==> src/rtl/efc_pkg.sv <==
package efc_pkg;
   localparam int WORD_W = 32;

   typedef enum logic [2:0] {
      ST_IDLE,
      ST_REQ,
      ST_POLL,
      ST_WAIT,
      ST_READ,
      ST_DONE
   } efc_state_e;
endpackage

==> src/rtl/efc_route.sv <==
// Decodes an entry index into bypass / engine selection.
module efc_route #(
   parameter int IDX_W        = 16,
   parameter int SRAM_ENTRIES = 1024,
   parameter int ENG0_ENTRIES = 512,
   parameter int DUAL_ENGINE  = 1
) (
   input  logic [IDX_W-1:0] index_i,
   input  logic             dual_en,
   output logic             bypass_o,
   output logic             eng_o
);
   localparam logic [IDX_W:0] SRAM_LIM = (IDX_W+1)'(SRAM_ENTRIES);
   localparam logic [IDX_W:0] ENG0_LIM = (IDX_W+1)'(ENG0_ENTRIES);

   assign bypass_o = ({1'b0, index_i} >= SRAM_LIM);

   if (DUAL_ENGINE != 0) begin : g_dual
      assign eng_o = dual_en & ({1'b0, index_i} >= ENG0_LIM);
   end else begin : g_single
      assign eng_o = dual_en & 1'b0;
   end
endmodule

==> src/rtl/efc_poll_timer.sv <==
// Elapsed-time and poll-interval counters for the acknowledge wait.
module efc_poll_timer #(
   parameter int POLL_CYC    = 1250,
   parameter int TIMEOUT_CYC = 12500
) (
   input  logic clk,
   input  logic rst_n,
   input  logic start_i,
   input  logic run_i,
   input  logic ivl_clr_i,
   input  logic ivl_run_i,
   output logic ivl_done_o,
   output logic expired_o
);
   localparam int EW = $clog2(TIMEOUT_CYC + 1);
   localparam int IW = $clog2(POLL_CYC);
   localparam logic [EW-1:0] TMO_V = EW'(TIMEOUT_CYC);
   localparam logic [IW-1:0] IVL_V = IW'(POLL_CYC - 2);

   logic [EW-1:0] elapsed_q;
   logic [IW-1:0] ivl_q;

   always_ff @(posedge clk) begin
      if (!rst_n) begin
         elapsed_q <= '0;
      end else if (start_i) begin
         elapsed_q <= '0;
      end else if (run_i && (elapsed_q != TMO_V)) begin
         elapsed_q <= elapsed_q + 1'b1;
      end
   end

   always_ff @(posedge clk) begin
      if (!rst_n) begin
         ivl_q <= '0;
      end else if (ivl_clr_i) begin
         ivl_q <= '0;
      end else if (ivl_run_i) begin
         ivl_q <= ivl_q + 1'b1;
      end
   end

   assign expired_o  = (elapsed_q >= TMO_V);
   assign ivl_done_o = (ivl_q == IVL_V);
endmodule

==> src/rtl/efc_word_buf.sv <==
// Entry capture buffer, one register per word.
module efc_word_buf #(
   parameter int WORDS = 20,
   parameter int W     = 32
) (
   input  logic                 clk,
   input  logic                 rst_n,
   input  logic                 clr_i,
   input  logic                 cap_i,
   input  logic [$clog2(WORDS)-1:0] sel_i,
   input  logic [W-1:0]         din_i,
   output logic [WORDS*W-1:0]   data_o
);
   localparam int SW = $clog2(WORDS);

   for (genvar k = 0; k < WORDS; k++) begin : g_word
      logic [W-1:0] q;
      always_ff @(posedge clk) begin
         if (!rst_n) begin
            q <= '0;
         end else if (clr_i) begin
            q <= '0;
         end else if (cap_i && (sel_i == SW'(k))) begin
            q <= din_i;
         end
      end
      assign data_o[k*W +: W] = q;
   end
endmodule

==> src/rtl/entry_fetch_ctrl.sv <==
module entry_fetch_ctrl
   import efc_pkg::*;
#(
   parameter int IDX_W        = 16,
   parameter int SRAM_ENTRIES = 1024,
   parameter int ENG0_ENTRIES = 512,
   parameter int DUAL_ENGINE  = 1,
   parameter int ENTRY_WORDS  = 20,
   parameter int ENG_STRIDE   = 32,
   parameter int ADDR_W       = 6,
   parameter int POLL_CYC     = 1250,
   parameter int TIMEOUT_CYC  = 12500,
   parameter int REQ_BIT      = 31,
   parameter int ACK_BIT      = 30
) (
   input  logic                          clk,
   input  logic                          rst_n,
   input  logic                          dual_en,
   input  logic                          cmd_valid,
   input  logic [IDX_W-1:0]              cmd_index,
   output logic                          cmd_ready,
   output logic                          reg_wr,
   output logic                          reg_rd,
   output logic [ADDR_W-1:0]             reg_addr,
   output logic [WORD_W-1:0]             reg_wdata,
   input  logic [WORD_W-1:0]             reg_rdata,
   output logic                          rsp_valid,
   output logic                          rsp_timeout,
   output logic                          rsp_bypass,
   output logic [ENTRY_WORDS*WORD_W-1:0] rsp_data
);
   localparam int WCW      = $clog2(ENTRY_WORDS);
   localparam int ADDR_MIN = $clog2(2 * ENG_STRIDE);
   localparam logic [WCW-1:0]    LAST_WORD = WCW'(ENTRY_WORDS - 1);
   localparam logic [ADDR_W-1:0] ENG1_BASE = ADDR_W'(ENG_STRIDE);

   // elaboration-time parameter checks
   if (POLL_CYC < 2) begin : g_chk_poll
      $error("POLL_CYC must be at least 2");
   end
   if (TIMEOUT_CYC < POLL_CYC) begin : g_chk_tmo
      $error("TIMEOUT_CYC must not be below POLL_CYC");
   end
   if (ENG_STRIDE <= ENTRY_WORDS) begin : g_chk_stride
      $error("ENG_STRIDE must exceed ENTRY_WORDS");
   end
   if (ADDR_W < ADDR_MIN) begin : g_chk_addr
      $error("ADDR_W too narrow for two engine windows");
   end
   if (ENG0_ENTRIES > SRAM_ENTRIES) begin : g_chk_split
      $error("ENG0_ENTRIES exceeds SRAM_ENTRIES");
   end
   if ((IDX_W > ACK_BIT) || (IDX_W > REQ_BIT) || (REQ_BIT == ACK_BIT) ||
       (REQ_BIT >= WORD_W) || (ACK_BIT >= WORD_W)) begin : g_chk_bits
      $error("control word layout overlaps");
   end
   if (ENTRY_WORDS < 2) begin : g_chk_words
      $error("ENTRY_WORDS must be at least 2");
   end

   efc_state_e       state_q;
   logic [IDX_W-1:0] idx_q;
   logic             eng_q;
   logic             tmo_q;
   logic             byp_q;
   logic [WCW-1:0]   word_q;

   logic rt_bypass, rt_eng;
   logic ivl_done, expired;
   logic accept;

   assign cmd_ready = (state_q == ST_IDLE);
   assign accept    = cmd_ready && cmd_valid;

   efc_route #(
      .IDX_W       (IDX_W),
      .SRAM_ENTRIES(SRAM_ENTRIES),
      .ENG0_ENTRIES(ENG0_ENTRIES),
      .DUAL_ENGINE (DUAL_ENGINE)
   ) u_route (
      .index_i (cmd_index),
      .dual_en (dual_en),
      .bypass_o(rt_bypass),
      .eng_o   (rt_eng)
   );

   efc_poll_timer #(
      .POLL_CYC   (POLL_CYC),
      .TIMEOUT_CYC(TIMEOUT_CYC)
   ) u_timer (
      .clk       (clk),
      .rst_n     (rst_n),
      .start_i   (state_q == ST_REQ),
      .run_i     ((state_q == ST_POLL) || (state_q == ST_WAIT)),
      .ivl_clr_i (state_q == ST_POLL),
      .ivl_run_i (state_q == ST_WAIT),
      .ivl_done_o(ivl_done),
      .expired_o (expired)
   );

   efc_word_buf #(
      .WORDS(ENTRY_WORDS),
      .W    (WORD_W)
   ) u_buf (
      .clk   (clk),
      .rst_n (rst_n),
      .clr_i (accept),
      .cap_i (state_q == ST_READ),
      .sel_i (word_q),
      .din_i (reg_rdata),
      .data_o(rsp_data)
   );

   always_ff @(posedge clk) begin
      if (!rst_n) begin
         state_q <= ST_IDLE;
         idx_q   <= '0;
         eng_q   <= 1'b0;
         tmo_q   <= 1'b0;
         byp_q   <= 1'b0;
         word_q  <= '0;
      end else begin
         case (state_q)
            ST_IDLE: begin
               if (cmd_valid) begin
                  idx_q <= cmd_index;
                  eng_q <= rt_eng;
                  tmo_q <= 1'b0;
                  byp_q <= rt_bypass;
                  state_q <= rt_bypass ? ST_DONE : ST_REQ;
               end
            end
            ST_REQ: state_q <= ST_POLL;
            ST_POLL: begin
               if (reg_rdata[ACK_BIT]) begin
                  word_q  <= '0;
                  state_q <= ST_READ;
               end else if (expired) begin
                  tmo_q   <= 1'b1;
                  state_q <= ST_DONE;
               end else begin
                  state_q <= ST_WAIT;
               end
            end
            ST_WAIT: begin
               if (ivl_done) state_q <= ST_POLL;
            end
            ST_READ: begin
               word_q <= word_q + 1'b1;
               if (word_q == LAST_WORD) state_q <= ST_DONE;
            end
            ST_DONE: state_q <= ST_IDLE;
            default: state_q <= ST_IDLE;
         endcase
      end
   end

   always_comb begin
      reg_wr    = 1'b0;
      reg_rd    = 1'b0;
      reg_wdata = '0;
      reg_addr  = eng_q ? ENG1_BASE : '0;
      case (state_q)
         ST_REQ: begin
            reg_wr                = 1'b1;
            reg_wdata[IDX_W-1:0]  = idx_q;
            reg_wdata[REQ_BIT]    = 1'b1;
         end
         ST_POLL: reg_rd = 1'b1;
         ST_READ: begin
            reg_rd   = 1'b1;
            reg_addr = (eng_q ? ENG1_BASE : '0) + ADDR_W'(word_q) + ADDR_W'(1);
         end
         default: ;
      endcase
   end

   assign rsp_valid   = (state_q == ST_DONE);
   assign rsp_timeout = rsp_valid && tmo_q;
   assign rsp_bypass  = rsp_valid && byp_q;
endmodule

==> config.mk <==
export PLATFORM = sky130hd
export DESIGN_NAME = entry_fetch_ctrl
export DESIGN_NICKNAME = d
export VERILOG_FILES = /design/src/rtl/efc_pkg.sv /design/src/rtl/efc_route.sv /design/src/rtl/efc_poll_timer.sv /design/src/rtl/efc_word_buf.sv /design/src/rtl/entry_fetch_ctrl.sv
export SDC_FILE = /design/constraint.sdc
export NUM_CORES = 1
export LEC_CHECK = 0
export BUFFER_PORTS_ARGS = -buffer_cell sky130_fd_sc_hd__buf_4
export CAP_MARGIN = 15
export CORE_AREA = 10 10 282 284
export CTS_BUF_LIST = sky130_fd_sc_hd__clkbuf_16
export DETAILED_ROUTE_END_ITERATION = 8
export DIE_AREA = 0 0 292 294
export GPL_TIMING_DRIVEN = 0
export SYNTH_ARGS = -nofsm -noshare
export SYNTH_HDL_FRONTEND = slang
export SYNTH_SLANG_ARGS = --single-unit
==> constraint.sdc <==
create_clock -name clk -period 1.9 [get_ports clk]
set_input_delay 0.19 -clock clk [delete_from_list [all_inputs] [get_ports clk]]
set_output_delay 0.19 -clock clk [all_outputs]
set_load 0.005 [all_outputs]
## Yosys cells after proc, flatten, opt, wreduce, memory -nomap -nowiden

Cells that the tools add are included.
Widths: inputs -> output; s select.

- Register bits: 692
- Bits of input ports: 52

- Add/sub/neg operators: 5
- Magnitude comparators: 3
- Equal/unequal tests: 32
- Multiplexer cells: 18
- Bitwise operators: 2
- Reduce and logical (&&, ||, !) cells: 37

Operators with widths:

| kind | count |
|---|---|
| $eq 5x4->1 const B | 8 |
| $logic_and 1x1->1 | 24 |
| $eq 5x3->1 const B | 4 |
| $eq 5x5->1 const B | 4 |
| $mux 3 | 6 |
| $ge 16x10->1 const B | 1 |
| $ge 16x11->1 const B | 1 |
| $mux 16 | 1 |
| $pmux 3 s5 | 1 |
| $add 14x1->14 const B | 1 |
| $ge 14x14->1 const B | 1 |
| $ne 14x14->1 const B | 1 |
| $mux 6 | 2 |
| $ne 2x2->1 const B | 6 |
| $add 11x1->11 const B | 1 |
| $eq 11x11->1 const B | 1 |
| $eq 5x2->1 const B | 2 |
| $pmux 5 s2 | 1 |
| $reduce_or 2->1 | 4 |
| $add 6x1->6 const B | 1 |
| $add 6x5->6 | 1 |
| $eq 3x2->1 const B | 2 |
| $eq 3x3->1 const B | 2 |
| $add 5x1->5 const B | 1 |
| 14 further kinds | 20 |

## Depth between registers and ports, before layout

Gate-level depths: netlist of the first run.

- Word-level depth: 4
- Depth in mapped cells: 9
- Gate-level depth less buffers: 6

## Modules after synthesis

A second synthesis of the first run with hierarchy kept.

- Cell total of the unflattened synthesis: 2523
- Area total of the unflattened synthesis: 25876.1 um2

Modules (own cells, without submodules):

| module | instances | cells an instance | area an instance (um2) | seq. area each (um2) |
|---|---|---|---|---|
| efc_word_buf | 1 | 2189 | 23144.7 | 12812.3 |
| entry_fetch_ctrl | 1 | 188 | 1468.9 | 540.5 |
| efc_poll_timer | 1 | 141 | 1229.9 | 500.5 |
| efc_route | 1 | 5 | 32.5 | 0.0 |

## Least setup slack after synthesis of the first run

OpenSTA, ideal clock, no wires.

- Path type: reg2reg
- From: register word_q[0]
- To: register u_buf.g_word[15].q[31]
- Library setup time: 0.070 ns
- Arrival time: 1.769 ns
- Data required time: 1.830 ns
- Path slack: 0.060 ns
- Cell stages (with the launch flop): 10
- Buffers on the path: 3
- Period minus slack after synthesis: 1.840 ns
- Cell sequence: dfxtp_1 ha_1 clkbuf_1 and3_1 ha_1 and2_0 buf_2 buf_2 nand2_1 a21oi_1

- Longest elaborated chain between the ends: 2

RTL lines:

| item | RTL line | source |
|---|---|---|
| start, declared | entry_fetch_ctrl.sv:66 | `logic [WCW-1:0] word_q;` |
| start signal, assigned | entry_fetch_ctrl.sv:149 | `word_q <= word_q + 1'b1;` |
| $eq 5x4->1 | efc_word_buf.sv:23 | `end else if (cap_i && (sel_i == SW'(k))) begin` |
| $logic_and 1x1->1 | efc_word_buf.sv:23 |  |
| end signal, assigned | efc_word_buf.sv:24 | `q <= din_i;` |
| end, declared | efc_word_buf.sv:17 | `logic [W-1:0] q;` |

No other way between the ends.
A chain may end at the register's enable or synchronous reset.

## Final worst setup path of the first run

- From: register word_q[0]
- To: output port reg_addr[4]

- Longest elaborated chain between the ends: 3

RTL lines:

| item | RTL line | source |
|---|---|---|
| $add 6x5->6 | entry_fetch_ctrl.sv:172 | `reg_addr = (eng_q ? ENG1_BASE : '0) + ADDR_W'(word_q) + ADDR_W'(1);` |
| $add 6x1->6 | entry_fetch_ctrl.sv:172 |  |
| $mux 6 | entry_fetch_ctrl.sv:163 | `case (state_q)` |
| end, declared | entry_fetch_ctrl.sv:24 | `output logic [ADDR_W-1:0] reg_addr,` |

No other way between the ends.

==> results of run 1 <==
## worst min-delay path by stage
stage / slack [ps] / endpoint / cells after the start
4_1_cts: 5 / state_q[0] / 4
3_5_place_dp: 410 / idx_q[4] / 2
3_3_place_gp: 400 / idx_q[6] / 2
2_1_floorplan: 320 / idx_q[13] / 1
6_report: 20 / u_buf.g_word[18].q[1] / 3
5_1_grt: 30 / u_buf.g_word[5].q[1] / 3
## metrics by stage
stage	cell area [um^2]	std cells	util	total power, W	setup TNS, ps
floorplan	25600	3141	-	0.0167	0
global placement	32000	4799	0.433	0.0181	-270380
detailed placement	32000	4801	0.433	0.0181	-265120
CTS	35900	5010	0.485	0.0329	-64350
global route	37300	5046	0.505	0.0340	-65780
finish	37300	5046	0.505	0.0330	-32390
## layout by cell type (no fill, tap or decap), drive strengths merged, types with 3 or more instances in the layout
master | Yosys | layout
nand3b | 3 | 3
nor4 | 5 | 5
nand2b | 3 | 3
clkbuf | 76 | 153
xnor2 | 12 | 12
and3 | 19 | 19
and2 | 23 | 23
and4 | 4 | 4
inv | 13 | 33
nand4 | 8 | 8
nor3 | 7 | 7
nor3b | 3 | 3
dlygate4sd3 | 0 | 42
nand2 | 1134 | 1134
a21oi | 558 | 558
nor2 | 33 | 33
or3 | 3 | 3
bufinv | 0 | 5
dfxtp | 692 | 692
nand3 | 124 | 124
o21ai | 104 | 104
xor2 | 7 | 7
ha | 9 | 9
clkinv | 1 | 31
conb | 1 | 15
buf | 240 | 1001
a22o | 17 | 17
## layout make-up
| type | instances | area share |
|---|---|---|
| flip-flops and latches | 692 | 0.372 |
| repair buffers | 809 | 0.181 |
| multi-input cells | 2119 | 0.283 |
| clock buffers | 78 | 0.0523 |
| inverters | 14 | 0.00141 |
| well taps | 969 | 0.0325 |
| clock inverters | 55 | 0.0109 |
| plain buffers | 310 | 0.0679 |
## cell usage after synthesis, types with 4 or more instances
cell type and n:
a22o_1 17, dfxtp_1 692, a21oi_2 57, buf_2 151, nand4_1 6, ha_1 9, nor3_1 6, nand3_4 10
o21ai_0 100, nand2_1 1134, clkbuf_1 76, buf_4 61, and3_1 19, nor2_1 32, o21ai_1 4, inv_1 13
nor4_1 5, nand3_1 113, xor2_1 7, xnor2_1 12, and2_1 21, and4_1 4, a21oi_1 501, buf_6 22
buf_1 5
## power breakdown
part	leakage [nW]	switching [W]	internal (W)
clock network	1.23	0.00624	0.00812
registers	5.58	0.000129	0.0147
logic	7.86	0.00250	0.00137
## metal layers
layer | up-vias | track usage
li1 | 11963 | -
met1 | 12396 | 0.305
met2 | 1074 | 0.480
met3 | 194 | 0.0968
met4 | 0 | 0.0787
met5 | - | 0
## worst reg2reg max path: stages (launching register included)
cell and delay, ps:
dfxtp_1 300, buf_4 170, and2b_1 470, nand4_2 460
buf_2 380, nand3_1 110, o21ai_0 100
## sequential cells by signal, indices dropped and copies added (netlist names)
name / cells
u_buf.g_word.q: 640
idx_q: 16
u_timer.elapsed_q: 14
u_timer.ivl_q: 11
word_q: 5
state_q: 3
byp_q: 1
eng_q: 1
tmo_q: 1
## what timing repair did
action,4_1_cts,5_1_grt
hold buffers,42,0
buffers inserted,28,25
endpoints found under the setup margin,672,662
pin swaps,21,37
cloned,10,15
resized for setup,220,371
endpoints found under the hold margin,170,0
## cell families after synthesis
family                     after synthesis  share of synthesized area
and+or+nand+nor                       1381                      0.227
AOI/OAI and AO/OA                      694                      0.148
DFF                                    692                      0.542
buffers and inverters                  330                     0.0719
xor gates and xnor gates                19                    0.00651
adders and majority gates                9                    0.00440
other                                    1                   0.000147
muxes                                    1                   0.000391
==> flow_metrics.py, run 1 <==
metrics = {
    "worst_hold_path": {
        "hold_path_class": "input port to register",
        "min-delay-start": "reg_rdata[1]",
    },
    "synth": {
        "async_reset_ff_frac": 0,
        "ys_warn_count": 0,
        "synth_seq_area_share": 0.542,
        "yosysUniqueCellTypes": 61,
        "ys_ff_latch": 692,
        "synth-edff-count": 0,
        "netlist_area_mm2": 0.0256,
        "ys.flop_type": "dfxtp_1",
        "synth.top_cell.area_share": 0.542,
        "synthCells": 3127,
        "syn_area_per_cell_um2": 8.18,
        "synth_area_leaders": "dfxtp_1 (54%), nand2_1 (17%), a21oi_1 (9.8%)",
        "yosysTopAreaCell": "dfxtp_1",
    },
    "critical_path": {
        "worst-r2r-setup-slack_ps": -220,
        "cp_max_fo": 10,
        "path_cells": "ha_4 > and3_1 > ha_1 > nor2_1 > buf_4",
        "path_class": "register to primary output",
        "ff2ff_path_depth": 6,
        "r2r_end": "u_buf.g_word[7].q[6]",
        "slowest_stage": "dfxtp_4",
        "crit_required_ps": 1710,
        "critical_path_buf_inv_count": 1,
        "cp-startpoint": "word_q[0]",
        "cp_num_cells": 5,
        "worst_setup_path_start_kind": "register",
        "worstPathArrival_ps": 2030,
        "endpoint": "reg_addr[4]",
        "end_kind": "primary output",
        "timing.rr.start": "word_q[3]",
        "cpLargestDelayFamily": "adder cells",
        "slowest_delay_ps": 380,
    },
    "floorplanning": {
        "dieArea_mm2": 0.0858,
        "die_x_um": 292,
        "core_mm2": 0.0739,
        "num_io_pins": 736,
        "rows": 100,
        "die_y_um": 294,
        "initial_utilization": 0.346,
    },
    "final_layout": {
        "n_antenna_cell": 0,
        "multiInputGateArea_mm2": 0.0105,
        "fill_cells": 7182,
        "area_growth_pct": 46.0,
        "seq_area_mm2": 0.0139,
        "fin_nets": 4084,
        "layout-drive-gt1-share": 0.338,
    },
    "clock_network": {
        "root_buffer": "clkbuf_16",
        "htreeDepth": 3,
        "cts_made_buffers": 77,
        "clock_latency_ps": 620,
        "cts_buffer_depth": 3,
        "cts_tree": "done",
        "path_clk_slew_ps": 60,
        "clock_sinks": 692,
    },
    "routing": {
        "drtIter0Drc": 1819,
        "route.met3.wl_um": 12700,
        "top_layer_used": "met4",
        "drc_errors": 0,
        "first_pass_iters": 6,
        "vias_per_cell": 5.08,
        "wl_met1_um": 46500,
        "wl_met2_um": 62100,
        "vias": 25627,
        "ant_nets": 0,
        "totalWireLength_um": 125000,
        "wl_per_cell_um": 24.7,
    },
    "timing": {
        "holdWs_ps": 22.2,
        "relSlewSlack": 0.365,
        "fin_crit_ps": 2220,
        "slew_viol_final": 0,
        "hold_viol_final": 0,
        "rsz0062_at_grt": "true",
        "min_period_over_period": 1.17,
        "final.setup_skew_ps": 12.5,
        "finalSetupViolations": 395,
        "fmax_mhz": 450,
        "max_slew.worst_pin.slew_ps": 952,
        "worst_slack_ps": -324,
    },
    "grt": {
        "grt_pass1_wl_um": 173000,
        "grt_max_degree": 14,
        "grt_overflow": 0,
        "grtUsageTotal": 0.272,
        "grt_pass1_vias": 24306,
        "antenna_found_initial": 0,
    },
    "pwr": {
        "pwr_density_cell_mw_per_mm2": 885,
        "ir_drop_mv": 0.655,
        "leakagePower_nw": 14.7,
    },
    "run": {
        "max_cap_viol_count": 0,
    },
    "status": {
        "violations": "setup timing",
        "outcome": "finished, violations left",
    },
    "placement": {
        "gp_congestion": 0.907,
        "hpwl_um": 91500,
        "io_buffers": 689,
        "pre_cts_slack_ps": -706,
    },
}
(Power assumes the default switching activity.)
==> run 2: changes to the inputs <==
Settings changed: SKIP_LAST_GASP set to 1.
==> flow_metrics.py, run 2 (synthesis results as in run 1) <==
metrics = {
    "final_layout": {
        "fin_nets": 4106,
        "layout_common_cells": "nand2_1 (1048), buf_4 (802), dfxtp_1 (687)",
        "layout-drive-gt1-share": 0.362,
        "reg_top3": "u_buf.g_word.q (640), idx_q (16), u_timer.elapsed_q (14)",
        "largest_reg_flops": 640,
        "final_core_util": 0.514,
        "n_antenna_cell": 0,
        "instances_no_fill": 5068,
        "final_area_mm2": 0.0380,
        "regMostFlops": "u_buf.g_word.q",
        "area_growth_pct": 48.7,
        "final_common_cell": "nand2_1",
    },
    "routing": {
        "vias_per_cell": 5.08,
        "vias": 25747,
        "drtIter0Drc": 1855,
        "ant_nets": 0,
        "first_pass_iters": 5,
        "drc_errors": 0,
        "wl_per_cell_um": 24.9,
        "totalWireLength_um": 126000,
    },
    "worst_hold_path": {
        "hold_path_class": "input port to register",
    },
    "timing": {
        "fin_crit_ps": 2220,
        "slew_viol_final": 0,
        "hold_viol_final": 0,
        "final.setup_skew_ps": 11.8,
        "min_period_over_period": 1.17,
        "rsz0062_at_grt": "true",
        "relSlewSlack": 0.359,
        "fmax_mhz": 451,
        "finalSetupViolations": 437,
        "max_slew.worst_pin.slew_ps": 962,
        "worst_slack_ps": -317,
    },
    "floorplanning": {
        "core_mm2": 0.0739,
        "initial_utilization": 0.346,
        "die_y_um": 294,
        "die_x_um": 292,
        "dieArea_mm2": 0.0858,
        "num_io_pins": 736,
        "rows": 100,
    },
    "critical_path": {
        "worstPathArrival_ps": 2030,
        "cp_max_fo": 5,
        "crit_required_ps": 1710,
        "path_class": "register to primary output",
        "worst_setup_path_start_kind": "register",
        "end_kind": "primary output",
    },
    "clock_network": {
        "path_clk_slew_ps": 60,
        "root_buffer": "clkbuf_16",
        "htreeDepth": 3,
        "cts_made_buffers": 77,
        "cts_tree": "done",
        "clock_latency_ps": 620,
        "clock_sinks": 692,
        "cts_buffer_depth": 3,
    },
    "status": {
        "violations": "setup timing",
        "outcome": "finished, violations left",
    },
    "grt": {
        "grt_max_degree": 14,
        "grt_overflow": 0,
        "grtUsageTotal": 0.272,
        "antenna_found_initial": 0,
        "grt_pass1_wl_um": 173000,
        "grt_pass1_vias": 24307,
    },
    "run": {
        "max_cap_viol_count": 0,
    },
    "pwr": {
        "ir_drop_mv": 0.646,
        "leakagePower_nw": 14.9,
        "pwr_density_cell_mw_per_mm2": 871,
    },
    "placement": {
        "hpwl_um": 91500,
        "place_area_mm2": 0.0320,
        "place_inst": 4801,
        "io_buffers": 689,
        "gp_congestion": 0.907,
    },
}
==> run 2: final cells by class <==
class / instances / area (um^2)
plain buffers: 310 / 2630
clock inverters: 55 / 407
clock buffers: 78 / 1950
repair buffers: 831 / 7100
multi-input cells: 2119 / 10800
fillers: 7073 / 35900
flip-flops and latches: 692 / 13900
inverters: 14 / 52.6
well taps: 969 / 1210
==> run 2: worst max-delay path, cell delays in order, from the launching register on <==
cell,delay (ps)
dfxtp_4,350
buf_8,110
or3b_4,430
nor3_4,230
xor2_1,170
buf_4,140
==> run 2: final timing paths <==
check,start,to,slack [ps],cells past startpoint
max reg2reg,word_q[3],u_buf.g_word[7].q[6],-250,6
max,state_q[0],reg_addr[5],-320,5
min reg2reg,u_buf.g_word[5].q[27],u_buf.g_word[5].q[27],450,2
min,reg_rdata[1],u_buf.g_word[18].q[1],30,3
==> run 2: what timing repair did <==
action                                 in CTS  in global routing
setup endpoints to repair                 672                662
endpoints found under the hold margin     170                  0
gates resized for setup                   218                484
setup buffers                              28                 35
gates cloned                               10                 27
hold buffers                               42                  0
pin swaps                                  21                 77
==> run 2: per-layer routing <==
layer,global-route usage,vias to the layer above,wire length [um]
li1,-,11998,-
met1,0.304,12458,47300
met2,0.480,1075,62500
met3,0.0968,216,12400
met4,0.0787,0,4040
met5,0,-,0
==> run 2: stage by stage <==
stage | total power, W | TNS [ps] | hold WS (ps) | worst slack (ps)
2_1_floorplan | 0.0167 | 0 | 316 | 60.1
3_3_place_gp | 0.0181 | -270380 | 400 | -918
3_5_place_dp | 0.0181 | -265120 | 407 | -706
4_1_cts | 0.0329 | -64360 | 4.61 | -343
5_1_grt | 0.0340 | -75480 | 31.5 | -397
6_report | 0.0331 | -39900 | 30.1 | -317
==> run 2: report_power, final <==
part           switching, W  internal (W)
logic               0.00253       0.00140
registers          0.000127        0.0147
clock network       0.00627       0.00812
